[config.mk]
export PLATFORM = sky130hd
export DESIGN_NAME = rf_bank_decoder
export DESIGN_NICKNAME = d
export VERILOG_FILES = /design/src/rtl/rfd_pkg.sv /design/src/rtl/rfd_addr_decode.sv /design/src/rtl/rfd_bank_array.sv /design/src/rtl/rfd_byte_ram.sv /design/src/rtl/rf_bank_decoder.sv
export SDC_FILE = /design/constraint.sdc
export NUM_CORES = 2
export LEC_CHECK = 0
export ABC_AREA = 0
export BUFFER_PORTS_ARGS = -buffer_cell sky130_fd_sc_hd__buf_2
export CORE_UTILIZATION = 58
export CTS_CLUSTER_DIAMETER = 200
export DETAILED_ROUTE_END_ITERATION = 7
export PLACE_DENSITY = 0.71
export SKIP_LAST_GASP = 1
export SYNTH_ARGS = -nofsm -noshare
export SYNTH_HDL_FRONTEND = slang
export SYNTH_SLANG_ARGS = --single-unit
[constraint.sdc]
create_clock -name clk -period 5.4 [get_ports clk]
set_input_delay 0.54 -clock clk [delete_from_list [all_inputs] [get_ports clk]]
set_output_delay 0.54 -clock clk [all_outputs]
set_load 0.01 [all_outputs]
[src/rtl/rfd_pkg.sv]
package rfd_pkg;

   localparam int RFD_ADDR_W   = 24;
   localparam int RFD_DATA_W   = 8;
   localparam int RFD_OFFS_W   = 16;
   localparam logic [7:0] RFD_CODE_REGION = 8'hFF;

   typedef enum logic [2:0] {
      RGN_NONE,
      RGN_BANK,
      RGN_RAM,
      RGN_CODE,
      RGN_EXT,
      RGN_ERR
   } rfd_region_e;

endpackage

[src/rtl/rfd_addr_decode.sv]
module rfd_addr_decode
   import rfd_pkg::*;
#(
   parameter int BANK_BYTES = 32,
   parameter int RAM_BYTES  = 224,
   parameter int CODE_BYTES = 4096,
   parameter int BANK_IW    = 5,
   parameter int RAM_AW     = 8
) (
   input  logic                  en,
   input  logic                  wr,
   input  logic [RFD_ADDR_W-1:0] addr,
   output rfd_region_e           region,
   output logic [BANK_IW-1:0]    bank_idx,
   output logic [RAM_AW-1:0]     ram_idx,
   output logic [RFD_OFFS_W-1:0] code_off
);

   localparam logic [RFD_ADDR_W-1:0] BANK_LIM_A = RFD_ADDR_W'(BANK_BYTES);
   localparam logic [RFD_ADDR_W-1:0] RAM_LIM_A  = RFD_ADDR_W'(BANK_BYTES + RAM_BYTES);
   localparam logic [RFD_OFFS_W:0]   CODE_LIM_A = (RFD_OFFS_W+1)'(CODE_BYTES);

   logic in_code_region;
   logic code_hit;
   logic [RFD_ADDR_W-1:0] ram_off;

   assign in_code_region = (addr[RFD_ADDR_W-1:RFD_OFFS_W] == RFD_CODE_REGION);
   assign code_hit       = ({1'b0, addr[RFD_OFFS_W-1:0]} < CODE_LIM_A);
   assign ram_off        = addr - BANK_LIM_A;

   assign bank_idx = addr[BANK_IW-1:0];
   assign ram_idx  = ram_off[RAM_AW-1:0];
   assign code_off = addr[RFD_OFFS_W-1:0];

   always_comb begin
      region = RGN_NONE;
      if (en) begin
         if (in_code_region) begin
            if (wr)            region = RGN_ERR;
            else if (code_hit) region = RGN_CODE;
            else               region = RGN_EXT;
         end else if (addr < BANK_LIM_A) begin
            region = RGN_BANK;
         end else if ((RAM_BYTES > 0) && (addr < RAM_LIM_A)) begin
            region = RGN_RAM;
         end else begin
            region = RGN_EXT;
         end
      end
   end

endmodule

[src/rtl/rfd_bank_array.sv]
module rfd_bank_array #(
   parameter int ENTRIES = 32,
   parameter int IW      = 5,
   parameter int DW      = 8
) (
   input  logic          clk,
   input  logic          rst_n,
   input  logic          wa_en,
   input  logic [IW-1:0] wa_idx,
   input  logic [DW-1:0] wa_data,
   input  logic          wb_en,
   input  logic [IW-1:0] wb_idx,
   input  logic [DW-1:0] wb_data,
   input  logic [IW-1:0] ra_idx,
   output logic [DW-1:0] ra_data,
   input  logic [IW-1:0] rb_idx,
   output logic [DW-1:0] rb_data
);

   logic [DW-1:0] q [ENTRIES];

   always_ff @(posedge clk or negedge rst_n) begin
      if (!rst_n) begin
         for (int i = 0; i < ENTRIES; i++) q[i] <= '0;
      end else begin
         for (int i = 0; i < ENTRIES; i++) begin
            if (wa_en && (wa_idx == IW'(i)))      q[i] <= wa_data;
            else if (wb_en && (wb_idx == IW'(i))) q[i] <= wb_data;
         end
      end
   end

   assign ra_data = q[ra_idx];
   assign rb_data = q[rb_idx];

endmodule

[src/rtl/rfd_byte_ram.sv]
module rfd_byte_ram #(
   parameter int DEPTH = 56,
   parameter int AW    = 6,
   parameter int DW    = 8
) (
   input  logic          clk,
   input  logic          rst_n,
   input  logic          wr_en,
   input  logic [AW-1:0] wr_idx,
   input  logic [DW-1:0] wr_data,
   input  logic [AW-1:0] rd_idx,
   output logic [DW-1:0] rd_data
);

   localparam logic [AW:0] DEPTH_A = (AW+1)'(DEPTH);

   logic [DW-1:0] q [DEPTH];
   logic          wr_ok;
   logic          rd_ok;

   assign wr_ok = wr_en && ({1'b0, wr_idx} < DEPTH_A);
   assign rd_ok = ({1'b0, rd_idx} < DEPTH_A);

   always_ff @(posedge clk or negedge rst_n) begin
      if (!rst_n) begin
         for (int i = 0; i < DEPTH; i++) q[i] <= '0;
      end else if (wr_ok) begin
         for (int i = 0; i < DEPTH; i++)
            if (wr_idx == AW'(i)) q[i] <= wr_data;
      end
   end

   always_comb begin
      rd_data = '0;
      for (int i = 0; i < DEPTH; i++)
         if (rd_ok && (rd_idx == AW'(i))) rd_data = q[i];
   end

endmodule

[src/rtl/rf_bank_decoder.sv]
module rf_bank_decoder
   import rfd_pkg::*;
#(
   parameter int NUM_BANKS  = 4,
   parameter int BANK_REGS  = 8,
   parameter int RF_LOCS    = 64,
   parameter int RAM_BYTES  = 224,
   parameter int CODE_BYTES = 4096
) (
   input  logic                         clk,
   input  logic                         rst_n,
   input  logic [$clog2(NUM_BANKS)-1:0] bank_sel,
   input  logic [$clog2(RF_LOCS)-1:0]   rp_addr,
   input  logic                         rp_wr,
   input  logic [7:0]                   rp_wdata,
   output logic [7:0]                   rp_rdata,
   input  logic                         mp_en,
   input  logic                         mp_wr,
   input  logic [23:0]                  mp_addr,
   input  logic [7:0]                   mp_wdata,
   output logic [7:0]                   mp_rdata,
   output logic                         mp_ext,
   output logic                         mp_err,
   output logic                         code_sel,
   output logic [15:0]                  code_addr,
   input  logic [7:0]                   code_rdata
);

   localparam int BANK_AW    = $clog2(NUM_BANKS);
   localparam int REG_AW     = $clog2(BANK_REGS);
   localparam int LOC_AW     = $clog2(RF_LOCS);
   localparam int BANK_BYTES = NUM_BANKS * BANK_REGS;
   localparam int BANK_IW    = BANK_AW + REG_AW;
   localparam int UPPER      = RF_LOCS - BANK_REGS;
   localparam int RAM_AW     = (RAM_BYTES > 1) ? $clog2(RAM_BYTES) : 1;

   // elaboration-time parameter checks
   if (NUM_BANKS < 2 || (NUM_BANKS & (NUM_BANKS - 1)) != 0) begin : g_bad_banks
      $error("NUM_BANKS must be a power of two, at least 2");
   end
   if (BANK_REGS < 2 || (BANK_REGS & (BANK_REGS - 1)) != 0) begin : g_bad_regs
      $error("BANK_REGS must be a power of two, at least 2");
   end
   if (RF_LOCS <= BANK_REGS || (1 << LOC_AW) != RF_LOCS) begin : g_bad_locs
      $error("RF_LOCS must be a power of two above BANK_REGS");
   end
   if (CODE_BYTES < 1 || CODE_BYTES > 65536) begin : g_bad_code
      $error("CODE_BYTES must lie in 1..65536");
   end
   if (RAM_BYTES < 0 || BANK_BYTES + RAM_BYTES > 65536) begin : g_bad_ram
      $error("bank bytes plus RAM must fit in region 00");
   end

   // register-side index formation
   logic                rp_in_win;
   logic [BANK_IW-1:0]  rp_bank_idx;
   logic [LOC_AW-1:0]   rp_up_idx;
   logic [7:0]          rp_bank_rd;
   logic [7:0]          rp_up_rd;

   assign rp_in_win   = (rp_addr < LOC_AW'(BANK_REGS));
   assign rp_bank_idx = {bank_sel, rp_addr[REG_AW-1:0]};
   assign rp_up_idx   = rp_addr - LOC_AW'(BANK_REGS);
   assign rp_rdata    = rp_in_win ? rp_bank_rd : rp_up_rd;

   // memory-side decode
   rfd_region_e         mp_region;
   logic [BANK_IW-1:0]  mp_bank_idx;
   logic [RAM_AW-1:0]   mp_ram_idx;
   logic [15:0]         mp_code_off;
   logic [7:0]          mp_bank_rd;
   logic [7:0]          mp_ram_rd;

   rfd_addr_decode #(
      .BANK_BYTES (BANK_BYTES),
      .RAM_BYTES  (RAM_BYTES),
      .CODE_BYTES (CODE_BYTES),
      .BANK_IW    (BANK_IW),
      .RAM_AW     (RAM_AW)
   ) u_dec (
      .en       (mp_en),
      .wr       (mp_wr),
      .addr     (mp_addr),
      .region   (mp_region),
      .bank_idx (mp_bank_idx),
      .ram_idx  (mp_ram_idx),
      .code_off (mp_code_off)
   );

   // bank storage: register port on write port A (higher priority)
   rfd_bank_array #(
      .ENTRIES (BANK_BYTES),
      .IW      (BANK_IW),
      .DW      (8)
   ) u_banks (
      .clk     (clk),
      .rst_n   (rst_n),
      .wa_en   (rp_wr && rp_in_win),
      .wa_idx  (rp_bank_idx),
      .wa_data (rp_wdata),
      .wb_en   (mp_wr && (mp_region == RGN_BANK)),
      .wb_idx  (mp_bank_idx),
      .wb_data (mp_wdata),
      .ra_idx  (rp_bank_idx),
      .ra_data (rp_bank_rd),
      .rb_idx  (mp_bank_idx),
      .rb_data (mp_bank_rd)
   );

   // registers above the bank window: register port only
   rfd_byte_ram #(
      .DEPTH (UPPER),
      .AW    (LOC_AW),
      .DW    (8)
   ) u_upper (
      .clk     (clk),
      .rst_n   (rst_n),
      .wr_en   (rp_wr && !rp_in_win),
      .wr_idx  (rp_up_idx),
      .wr_data (rp_wdata),
      .rd_idx  (rp_up_idx),
      .rd_data (rp_up_rd)
   );

   // general RAM, present only when sized
   if (RAM_BYTES > 0) begin : g_ram
      rfd_byte_ram #(
         .DEPTH (RAM_BYTES),
         .AW    (RAM_AW),
         .DW    (8)
      ) u_ram (
         .clk     (clk),
         .rst_n   (rst_n),
         .wr_en   (mp_wr && (mp_region == RGN_RAM)),
         .wr_idx  (mp_ram_idx),
         .wr_data (mp_wdata),
         .rd_idx  (mp_ram_idx),
         .rd_data (mp_ram_rd)
      );
   end else begin : g_no_ram
      assign mp_ram_rd = '0;
   end

   // memory-side result steering
   always_comb begin
      unique case (mp_region)
         RGN_BANK: mp_rdata = mp_bank_rd;
         RGN_RAM:  mp_rdata = mp_ram_rd;
         RGN_CODE: mp_rdata = code_rdata;
         default:  mp_rdata = '0;
      endcase
   end

   assign mp_ext    = (mp_region == RGN_EXT);
   assign mp_err    = (mp_region == RGN_ERR);
   assign code_sel  = (mp_region == RGN_CODE);
   assign code_addr = mp_code_off;

endmodule

==> run metrics <==
failing checks setup timing; WL/cell roughly 38 µm; clock root buffer clkbuf_16; CTS max path bufs 4; Period Utilization, post-route 103%; Simple-Gate Fraction of Synth Area 8.18%; Power Density around 300 nW/µm²; first-pass GRT wire length 781,000 µm; Slew Limit Headroom 7.62%; critical path's largest stage delay 0.52 ns; Hold Fails Final Rpt 0; XOR/XNOR Fraction of Synth Area 0.0340%; gpl congestion ~1.1; Total GRT Usage 50.1%; drt pass-1 iters 8; drt total wl 550,000 µm; Final Max Slew Viols 0; H-tree depth 5; CP Capture Type primary output; WP data required 4.86 ns; Initial Util 58.3%; initial antenna violation count 55; Synth Net Count around 11,000; Clk pin slew, worst setup/hold paths 0.06 ns; detailed-route via count around 110k; TritonCTS buffer count between 200 and 300; crit-path cells o221a_1 > a221o_1 > a2111oi_0 > o21ai_0 > buf_4 > nor4_2 > o21ai_1 > nand4_1 > a211oi_2 > nor4_2 > buf_4 > o211ai_1 > buf_2; crit-path max FO 2; most frequent cells in the layout 2,496 x dfrtp_1, 2,266 x mux2_2, 1,015 x buf_4; Die Span Y 467 µm; Final WS setup -0.145 ns; most common cell after layout, fill and taps aside dfrtp_1; vias in the first global route 105,434; Clock Skew 0 ns; clock sink count 2,496; unrepaired setup endpoints after global routing true; outcome complete, but fails checks; multi-input logic area 59,500 µm²; flops & latches, synth ~2,500; remaining global-route overflow 0; Hold Crit Class input pin to flip-flop; Sw Pwr 11.4 mW; Setup TNS -0.313 ns; max-cap violations 0; proportion of synthesized area in mux cells 26.1%; core area 215,000 µm²; die area 218,000 µm²; I/O Buffers 95; worst slew pin tran 1.38 ns; via density per instance 7.35; asr flop ratio synth between 90% and 100%; Layout Nets 11,519; Cell Area, Placed 136,000 µm²; starting DRC count in detailed routing 15,295; largest family of logic cells by synthesized area multiplexers; Pleak 68.5 nW; Cells after Synth 10,768; hpwl dp between 300,000 and 400,000 µm; Tmin final roughly 5.5 ns; WS Path Type flip-flop to primary output; Post-DRT Antenna Nets 0; Worst path slowest cell dfrtp_1; DRC viols 0; syn_area_per_cell roughly 12 µm²; clock share of power 45.0%; row cnt 170; die width 467 µm; internal cell power roughly 33 mW; number of synthesized flops with an enable pin 0; share of cells above drive strength 1 37.7%; Top-Level Pins 96; Storage cell area 62,500 µm²; top_reg_cell synth dfrtp_1; Yosys warnings 0; adder-cell share of the synthesized area 0.0200%; Net Sw Frac 25.9%; largest net degree at the start of global routing approximately 180; fmax 180 MHz; Area growth syn-to-layout 16.7%; CTS tree yes; Setup Viol. Count Final 6; Synth cell types 105; Hold Slack 0.185 ns; post-synthesis sequential area ratio 49.9%; Seq pwr share 44.8%; Crit path arrival time 5.00 ns; Setup crit start kind flip-flop; fill count 15,836; clock latency on the worst-skew pair approximately 0.95 ns; Comb power frac 10.2%; Synth Area in Compound Gates between 10% and 20%; Worst VDD drop 0.358 mV; Post-Syn Area 125,000 µm²; cell area after layout 146,000 µm²
==> metal layers <==
metal	wire [µm]	global-route usage (%)	vias to the layer above
met2	232000	72.3	8421
met1	197000	63.5	54047
li1	-	-	41706
met4	49900	36.0	42
met3	71100	16.1	2488
met5	275	0.439	-
==> critical path: cells and delay by family (launching register included) <==
kind	cells	cell delay, ns
compound gates	7	1.92
buf+inv	3	0.64
flops	1	0.52
simple gates	3	0.96
==> flip-flops by register name, indices dropped and copies added (netlist names) <==
register,cells
g_ram.u_ram.q,1792
u_upper.q,448
u_banks.q,256
==> metrics by stage <==
step | setup WS (ns) | instances | power [mW] | util, %
after floorplan | 1.06 | 10768 | 21.9 | -
final | -0.145 | 14522 | 44.1 | 68.1
after CTS | -0.0150 | 14478 | 43.8 | 67.9
after detailed placement | -0.773 | 13985 | 24.3 | 63.4
after global placement | -0.821 | 13984 | 24.1 | 63.4
after global routing | -0.00297 | 14492 | 44.9 | 68.0
==> kinds of logic (layout without fill, tap and decap cells) <==
family / count (synthesis) / in the layout
fa+ha+maj: 2 / 2
simple gates: 2206 / 2206
other cells: 0 / 32
xor+xnor: 4 / 4
mux: 2768 / 2768
compound gates: 2424 / 2424
flops: 2496 / 2496
buf+inv: 868 / 1752
==> path summary, 6_finish.rpt <==
| kind | start | to | slack (ns) | depth (start not counted) |
|---|---|---|---|---|
| hold / removal | mp_wdata[6] | g_ram.u_ram.q[398]$_DFFE_PN0P_ | 0.18 | 2 |
| hold reg to reg | g_ram.u_ram.q[1479]$_DFFE_PN0P_ | g_ram.u_ram.q[1479]$_DFFE_PN0P_ | 0.50 | 1 |
| max in group asynchronous | rst_n | g_ram.u_ram.q[610]$_DFFE_PN0P_ | 3.34 | 3 |
| setup / recovery | g_ram.u_ram.q[1403]$_DFFE_PN0P_ | mp_rdata[3] | -0.14 | 13 |
| min in group asynchronous | rst_n | g_ram.u_ram.q[1175]$_DFFE_PN0P_ | 0.22 | 2 |
| setup reg to reg | g_ram.u_ram.q[1179]$_DFFE_PN0P_ | g_ram.u_ram.q[1179]$_DFFE_PN0P_ | 4.38 | 1 |
==> synth_stat cells, types with 59 or more instances <==
master | count | area share (%)
dfrtp_1 | 2496 | 50
a22oi_1 | 167 | 1.0
a21oi_1 | 550 | 2.2
a221oi_1 | 153 | 1.1
o21ai_0 | 590 | 2.4
clkbuf_1 | 478 | 1.4
nand3_1 | 140 | 0.56
mux4_2 | 168 | 3.0
buf_1 | 70 | 0.21
o22ai_1 | 215 | 1.1
mux2_2 | 2266 | 20
nor2_2 | 98 | 0.49
a31oi_1 | 70 | 0.35
buf_4 | 59 | 0.35
nor3_1 | 144 | 0.58
nor2_1 | 722 | 2.2
a211oi_1 | 77 | 0.46
mux2i_1 | 334 | 2.7
o221ai_1 | 102 | 0.71
o211ai_1 | 70 | 0.42
nand2_1 | 757 | 2.3
buf_2 | 222 | 0.89
==> area by class of cell <==
class | instances | share of cell area, %
clock inverter | 73 | 0.651
antenna | 32 | 0.0548
timing repair buffer | 1244 | 7.49
clock buffer | 414 | 5.79
multi-input combinational | 7404 | 40.8
tap | 2838 | 2.43
sequential | 2496 | 42.8
inverter | 21 | 0.0557
==> power groups by stage <==
stage                     Sequential (mW)  Clock, mW  Combinational, mW
after global placement               20.0          0               4.17
after CTS                            19.7       19.9               4.29
after detailed placement             20.0          0               4.25
after global routing                 19.8       20.6               4.58
final                                19.7       19.8               4.50
after floorplan                      19.9          0               2.01
==> what timing repair did <==
item | 4_1_cts | 5_1_grt
gates cloned | 0 | 2
endpoints found under the setup margin | 8 | 8
pin swaps | 4 | 8
setup buffers | 2 | 10
hold endpoints to repair | 117 | 0
resized for setup | 41 | 53
hold buffers | 4 | 0
Power figures use the tool's default switching activity.
